<file path="config.mk">
export PLATFORM = sky130hd
export DESIGN_NAME = dma_nested6
export DESIGN_NICKNAME = d
export VERILOG_FILES = /design/src/rtl/dma6_pkg.sv /design/src/rtl/dma6_chan.sv /design/src/rtl/dma6_arb.sv /design/src/rtl/dma_nested6.sv
export SDC_FILE = /design/constraint.sdc
export NUM_CORES = 2
export LEC_CHECK = 0
export BUFFER_PORTS_ARGS = -buffer_cell sky130_fd_sc_hd__buf_2
export CORE_MARGIN = 8
export CORE_UTILIZATION = 40
export CTS_CLUSTER_DIAMETER = 150
export CTS_CLUSTER_SIZE = 40
export DETAILED_ROUTE_END_ITERATION = 10
export HOLD_SLACK_MARGIN = 0.02
export PLACE_DENSITY = 0.55
export SYNTH_ARGS = -nofsm -noshare
export SYNTH_HDL_FRONTEND = slang
export SYNTH_HIERARCHICAL = 1
export SYNTH_SLANG_ARGS = --single-unit
</file>
<file path="constraint.sdc">
create_clock -name clk -period 5.5 [get_ports clk]
set_input_delay 0.825 -clock clk [delete_from_list [all_inputs] [get_ports clk]]
set_output_delay 0.825 -clock clk [all_outputs]
set_load 0.02 [all_outputs]
</file>
<file path="src/rtl/dma6_pkg.sv">
package dma6_pkg;
   typedef enum logic [3:0] {
      F_SRC    = 4'd0,
      F_DST    = 4'd1,
      F_DALT   = 4'd2,
      F_BSIZE  = 4'd3,
      F_TCOUNT = 4'd4,
      F_SBSTEP = 4'd5,
      F_DBSTEP = 4'd6,
      F_STSTEP = 4'd7,
      F_DTSTEP = 4'd8,
      F_CTRL   = 4'd9,
      F_TRIG   = 4'd10
   } cfg_field_e;

   typedef enum logic [1:0] {
      S_IDLE = 2'd0,
      S_RD   = 2'd1,
      S_WR   = 2'd2
   } eng_state_e;

   localparam int CTRL_RUN = 0;
   localparam int CTRL_PP  = 1;
   localparam int CTRL_HIP = 2;
endpackage

</file>
<file path="src/rtl/dma6_chan.sv">
module dma6_chan
   import dma6_pkg::*;
#(
   parameter int AW      = 16,
   parameter int CW      = 8,
   parameter bit PRIO_OK = 1'b0
) (
   input  logic          clk,
   input  logic          rst_n,
   input  logic          cfg_we,
   input  logic [3:0]    cfg_field,
   input  logic [AW-1:0] cfg_wdata,
   input  logic          trig,
   input  logic          step,
   output logic [AW-1:0] src_addr,
   output logic [AW-1:0] dst_addr,
   output logic          last,
   output logic          req,
   output logic          mid,
   output logic          hip,
   output logic          ovf,
   output logic          irq
);
   logic [AW-1:0] src_base, dst_base, dst_alt;
   logic [AW-1:0] s_wstep, d_wstep, s_bstep, d_bstep;
   logic [AW-1:0] sb, db, sc, dc;
   logic [CW-1:0] bsize, tcount, wcnt, tleft;
   logic          armed, pp, pend, ovf_q, irq_q, use_alt;
   logic          trig_any, ctrl_wr;

   assign trig_any = trig | (cfg_we && cfg_field == F_TRIG);
   assign ctrl_wr  = cfg_we && cfg_field == F_CTRL;

   always_ff @(posedge clk) begin
      if (!rst_n) begin
         src_base <= '0; dst_base <= '0; dst_alt <= '0;
         s_wstep <= '0; d_wstep <= '0; s_bstep <= '0; d_bstep <= '0;
         sb <= '0; db <= '0; sc <= '0; dc <= '0;
         bsize <= '0; tcount <= '0; wcnt <= '0; tleft <= '0;
         armed <= 1'b0; pp <= 1'b0; pend <= 1'b0;
         ovf_q <= 1'b0; irq_q <= 1'b0; use_alt <= 1'b0;
      end else begin
         irq_q <= 1'b0;
         if (step) begin
            if (wcnt == bsize) begin
               wcnt <= '0;
               pend <= 1'b0;
               if (tleft == CW'(1)) begin
                  irq_q <= 1'b1;
                  if (pp) begin
                     tleft   <= tcount;
                     use_alt <= !use_alt;
                     sb <= src_base; sc <= src_base;
                     db <= use_alt ? dst_base : dst_alt;
                     dc <= use_alt ? dst_base : dst_alt;
                  end else begin
                     armed <= 1'b0;
                     tleft <= '0;
                  end
               end else begin
                  tleft <= tleft - CW'(1);
                  sb <= sb + s_bstep; sc <= sb + s_bstep;
                  db <= db + d_bstep; dc <= db + d_bstep;
               end
            end else begin
               wcnt <= wcnt + CW'(1);
               sc   <= sc + s_wstep;
               dc   <= dc + d_wstep;
            end
         end
         if (trig_any) begin
            if (pend)       ovf_q <= 1'b1;
            else if (armed) pend  <= 1'b1;
         end
         if (cfg_we) begin
            case (cfg_field)
               F_SRC:    src_base <= cfg_wdata;
               F_DST:    dst_base <= cfg_wdata;
               F_DALT:   dst_alt  <= cfg_wdata;
               F_BSIZE:  bsize    <= cfg_wdata[CW-1:0];
               F_TCOUNT: tcount   <= cfg_wdata[CW-1:0];
               F_SBSTEP: s_wstep  <= cfg_wdata;
               F_DBSTEP: d_wstep  <= cfg_wdata;
               F_STSTEP: s_bstep  <= cfg_wdata;
               F_DTSTEP: d_bstep  <= cfg_wdata;
               F_CTRL: begin
                  armed   <= cfg_wdata[CTRL_RUN] && (tcount != '0);
                  pp      <= cfg_wdata[CTRL_PP];
                  ovf_q   <= 1'b0;
                  pend    <= 1'b0;
                  use_alt <= 1'b0;
                  wcnt    <= '0;
                  tleft   <= tcount;
                  sb <= src_base; sc <= src_base;
                  db <= dst_base; dc <= dst_base;
               end
               default: ;
            endcase
         end
      end
   end

   generate
      if (PRIO_OK) begin : g_prio
         logic hip_q;
         always_ff @(posedge clk) begin
            if (!rst_n)       hip_q <= 1'b0;
            else if (ctrl_wr) hip_q <= cfg_wdata[CTRL_HIP];
         end
         assign hip = hip_q;
      end else begin : g_noprio
         assign hip = 1'b0;
      end
   endgenerate

   assign src_addr = sc;
   assign dst_addr = dc;
   assign last     = (wcnt == bsize);
   assign req      = pend;
   assign mid      = pend && (wcnt != '0);
   assign ovf      = ovf_q;
   assign irq      = irq_q;

   // the overflow flag only drops on a control write
   a_r8_ovf_sticky: assert property (@(posedge clk) disable iff (!rst_n)
      (ovf_q && !ctrl_wr) |=> ovf_q);
endmodule

</file>
<file path="src/rtl/dma6_arb.sv">
module dma6_arb #(
   parameter int NCH = 6,
   localparam int IW = $clog2(NCH)
) (
   input  logic           clk,
   input  logic           rst_n,
   input  logic [NCH-1:0] req,
   input  logic [NCH-1:0] mid,
   input  logic           hip0,
   input  logic           adv,
   input  logic [IW-1:0]  adv_idx,
   output logic           gnt_vld,
   output logic [IW-1:0]  gnt_idx
);
   logic [IW-1:0] ptr;
   logic          found;

   always_ff @(posedge clk) begin
      if (!rst_n)   ptr <= IW'(NCH - 1);
      else if (adv) ptr <= adv_idx;
   end

   always_comb begin
      gnt_idx = '0;
      found   = 1'b0;
      if (hip0 && req[0]) found = 1'b1;
      for (int i = 0; i < NCH; i++) begin
         if (!found && mid[i]) begin
            gnt_idx = IW'(i);
            found   = 1'b1;
         end
      end
      for (int k = 1; k <= NCH; k++) begin
         if (!found && req[(int'(ptr) + k) % NCH]) begin
            gnt_idx = IW'((int'(ptr) + k) % NCH);
            found   = 1'b1;
         end
      end
   end

   assign gnt_vld = |req;

   // a grant always names a channel that is pending
   a_r9_grant_pending: assert property (@(posedge clk) disable iff (!rst_n)
      gnt_vld |-> req[gnt_idx]);
endmodule

</file>
<file path="src/rtl/dma_nested6.sv">
module dma_nested6
   import dma6_pkg::*;
#(
   parameter int NCH = 6,
   parameter int AW  = 16,
   parameter int DW  = 16,
   parameter int CW  = 8,
   localparam int IW = $clog2(NCH)
) (
   input  logic           clk,
   input  logic           rst_n,
   input  logic           cfg_we,
   input  logic [IW-1:0]  cfg_ch,
   input  logic [3:0]     cfg_field,
   input  logic [AW-1:0]  cfg_wdata,
   input  logic [NCH-1:0] trig_in,
   output logic           m_valid,
   output logic           m_write,
   output logic [AW-1:0]  m_addr,
   output logic [DW-1:0]  m_wdata,
   input  logic           m_ready,
   input  logic [DW-1:0]  m_rdata,
   output logic [NCH-1:0] irq,
   output logic [NCH-1:0] ovf
);
   generate
      if (NCH < 2 || NCH > 16) begin : g_bad_nch
         $error("dma_nested6: NCH must lie in 2..16");
      end
      if (CW > AW) begin : g_bad_cw
         $error("dma_nested6: CW must not exceed AW");
      end
   endgenerate

   logic [AW-1:0]  src_a [NCH];
   logic [AW-1:0]  dst_a [NCH];
   logic [NCH-1:0] last_w, req_w, mid_w, hip_w, step_w;
   logic           gnt_vld, burst_end;
   logic [IW-1:0]  gnt_idx, cur;
   logic [DW-1:0]  data_q;
   eng_state_e     state;

   for (genvar i = 0; i < NCH; i++) begin : g_ch
      dma6_chan #(.AW(AW), .CW(CW), .PRIO_OK(i == 0)) u_chan (
         .clk      (clk),
         .rst_n    (rst_n),
         .cfg_we   (cfg_we && cfg_ch == IW'(i)),
         .cfg_field(cfg_field),
         .cfg_wdata(cfg_wdata),
         .trig     (trig_in[i]),
         .step     (step_w[i]),
         .src_addr (src_a[i]),
         .dst_addr (dst_a[i]),
         .last     (last_w[i]),
         .req      (req_w[i]),
         .mid      (mid_w[i]),
         .hip      (hip_w[i]),
         .ovf      (ovf[i]),
         .irq      (irq[i])
      );
      assign step_w[i] = (state == S_WR) && m_ready && (cur == IW'(i));
   end

   assign burst_end = (state == S_WR) && m_ready && last_w[cur];

   dma6_arb #(.NCH(NCH)) u_arb (
      .clk    (clk),
      .rst_n  (rst_n),
      .req    (req_w),
      .mid    (mid_w),
      .hip0   (hip_w[0]),
      .adv    (burst_end),
      .adv_idx(cur),
      .gnt_vld(gnt_vld),
      .gnt_idx(gnt_idx)
   );

   always_ff @(posedge clk) begin
      if (!rst_n) begin
         state  <= S_IDLE;
         cur    <= '0;
         data_q <= '0;
      end else begin
         case (state)
            S_IDLE: if (gnt_vld) begin
               cur   <= gnt_idx;
               state <= S_RD;
            end
            S_RD: if (m_ready) begin
               data_q <= m_rdata;
               state  <= S_WR;
            end
            S_WR: if (m_ready) state <= S_IDLE;
            default: state <= S_IDLE;
         endcase
      end
   end

   assign m_valid = (state != S_IDLE);
   assign m_write = (state == S_WR);
   assign m_addr  = m_write ? dst_a[cur] : src_a[cur];
   assign m_wdata = data_q;

   // an accepted read is followed by a write of that data
   a_r3_read_then_write: assert property (@(posedge clk) disable iff (!rst_n)
      (m_valid && !m_write && m_ready) |=> (m_valid && m_write && m_wdata == $past(m_rdata)));

   // a stalled access holds its request
   a_r12_stall_hold: assert property (@(posedge clk) disable iff (!rst_n)
      (m_valid && !m_ready) |=> (m_valid && $stable(m_write) && $stable(m_addr) && $stable(m_wdata)));

   // completion pulses never overlap
   a_r13_irq_onehot: assert property (@(posedge clk) disable iff (!rst_n)
      $onehot0(irq));

   // boosted channel 0 wins the next word slot
   a_r10_boost_wins: assert property (@(posedge clk) disable iff (!rst_n)
      (state == S_IDLE && hip_w[0] && req_w[0]) |=> (state == S_RD && cur == '0));
endmodule

</file>
==> flow_summary.ini <==
[sta]
slew_violations = 0
setup_viol = 0
min_period_ns = 4.778
rsz0062_at_grt = no
timing.final.crit_share = 0.8687
clock_skew_ns = 0.03538
finalHoldViolCount = 0
worst_pin_slew_ns = 1.271
fmax_mhz = 209.3
setup_slack_ns = 0.7220
relSlewSlack = 0.1495
tns_ns = 0

[clock_tree]
cts_buffers = 39
cts_sinks = 1309
clk_latency_ns = 0.72
path_clk_slew_ns = 0.16
post_cts_buffers = 0
cts_hold_buf = 0
cts_tree = done
htreeDepth = 2
cts_resized = 0
cts_buffer_depth = 3
ctsRootBufferMaster = clkbuf_16

[setup_path]
critical_path_class = register to output pin
arrival_ns = 3.95
required_ns = 4.68
cp_max_fo = 33
crit_path_end_kind = output pin
start_kind = register

[floorplan]
rows = 161
core_area_um2 = 192000
chipHeight_um = 454.8
pin_count = 95
initial_utilization = 0.4012
die_area_um2 = 206800
die_w_um = 454.8

[power]
p_total_mw = 14.94
ir_worst_vdd_v = 0.0002020
power_density_nw_per_um2 = 185.6
p_leak_nw = 29.61

[final_layout]
multi_input_area_um2 = 47810
finalNetCount = 9973
drive_gt1_frac = 0.05718
areaGrowthSynthToFinish_pct = 4.485
seqCellArea_um2 = 26210
finalInstanceArea_um2 = 80470
fin_cells = 12050
fillers = 19480

[global_route]
grt_max_degree = 100
grt_pass1_wl_mm = 451.2
grt_usage = 0.2810
grt_antenna_before_repair = 14
grt-ovfl-total = 0
grt_pass1_vias = 67900

[yosys]
synth_nets = 10330
post_synth_instance_area_um2 = 77020
synth_area_per_cell_um2 = 7.812
syn_inst = 9859
yosysWarnings = 6

[route]
totalWireLength_mm = 306.3
drt_pass1_iterations = 6
drtIter0Drc = 7352
vias = 73710
ant_nets = 0
drcViolationCount = 0
wire_per_inst_um = 25.41
viasPerCell = 6.115

[run_status]
status = complete, no violations

[placement]
dp_slack_ns = 1.392
port-buffer-count = 94
placed_area_um2 = 79310
dp_hpwl_mm = 213.0
dp_cells = 11990
place_congestion = 0.9337

[job]
cap_violations = 0

[worst_hold_path]
hp-class = input port to register
-- layout make-up --
type,count,area share
clock buffers,42,0.01292
well taps,2526,0.03927
multi-input cells,7788,0.5942
clock inverters,6,0.001073
diodes,15,0.0004664
flip-flops and latches,1309,0.3257
repair buffers,241,0.02037
inverters,127,0.006079
-- metrics by stage --
step / util / hold slack (ns)
floorplan: - / 0.4338
global placement: 0.4131 / 0.4381
detailed placement: 0.4131 / 0.4468
CTS: 0.4190 / 0.2974
global route: 0.4190 / 0.3208
finish: 0.4192 / 0.3468
-- where the power goes --
group	internal [mW]	total [mW]	switching, mW	leakage, nW
clock network	1.44	4.65	3.21	0.548
logic	0.137	0.753	0.615	18.5
registers	9.51	9.53	0.0246	10.5
total	11.1	14.9	3.85	29.6
-- per-layer routing --
metal | wire length [um] | global-route usage
met1 | 135400 | 0.3886
met5 | 13 | 0
met3 | 20800 | 0.03110
met2 | 135100 | 0.4443
met4 | 14920 | 0.1204
-- path summary, 6_finish.rpt --
check	slack [ns]	from	endpoint	cells after the start
worst max register to register	1.43	cur[0]	g_ch[5].u_chan/db[13]	9
worst min-delay path	0.35	m_rdata[12]	m_wdata[12]	3
worst max-delay path	0.72	cur[0]	m_addr[2]	5
worst min register to register	0.46	m_wdata[1]	m_wdata[1]	2
-- cells in the final DEF, fill, tap and decap left out, drive strengths merged, types with 45 or more instances in the layout --
cell type / instances
buf: 241
a31oi: 68
nand2b: 64
nand4: 61
a21boi: 152
xnor2: 221
and3: 75
mux2: 101
a21oi: 1286
nor2b: 71
o22ai: 65
a21o: 127
nand2: 1967
nor3: 162
a211oi: 126
or3: 53
o21bai: 85
o21ai: 557
ha: 394
nor2: 653
a22oi: 52
o31ai: 74
mux2i: 194
dfxtp: 1309
a221o: 45
nor4: 51
inv: 129
a221oi: 147
nand3: 216
o211ai: 90
xor2: 148
-- state kept, by name, indices dropped and copies added, names as in the netlist, 16 cells and up --
register	flops
g_ch.u_chan/db	96
g_ch.u_chan/s_wstep	96
g_ch.u_chan/d_bstep	96
m_wdata	16
g_ch.u_chan/bsize	48
g_ch.u_chan/sb	96
g_ch.u_chan/tcount	48
g_ch.u_chan/src_base	96
g_ch.u_chan/d_wstep	96
g_ch.u_chan/s_bstep	96
g_ch.u_chan/src_addr	96
g_ch.u_chan/dst_base	96
g_ch.u_chan/dst_alt	96
g_ch.u_chan/tleft	48
g_ch.u_chan/dst_addr	96
g_ch.u_chan/wcnt	48
-- critical path: stages (launching register included) --
cell	delay, ns
dfxtp_2	0.79
and3b_1	1.05
a221o_1	0.35
o22ai_1	0.10
a21oi_1	0.65
buf_2	0.31
No activity file was read; power rests on OpenSTA's default activity.
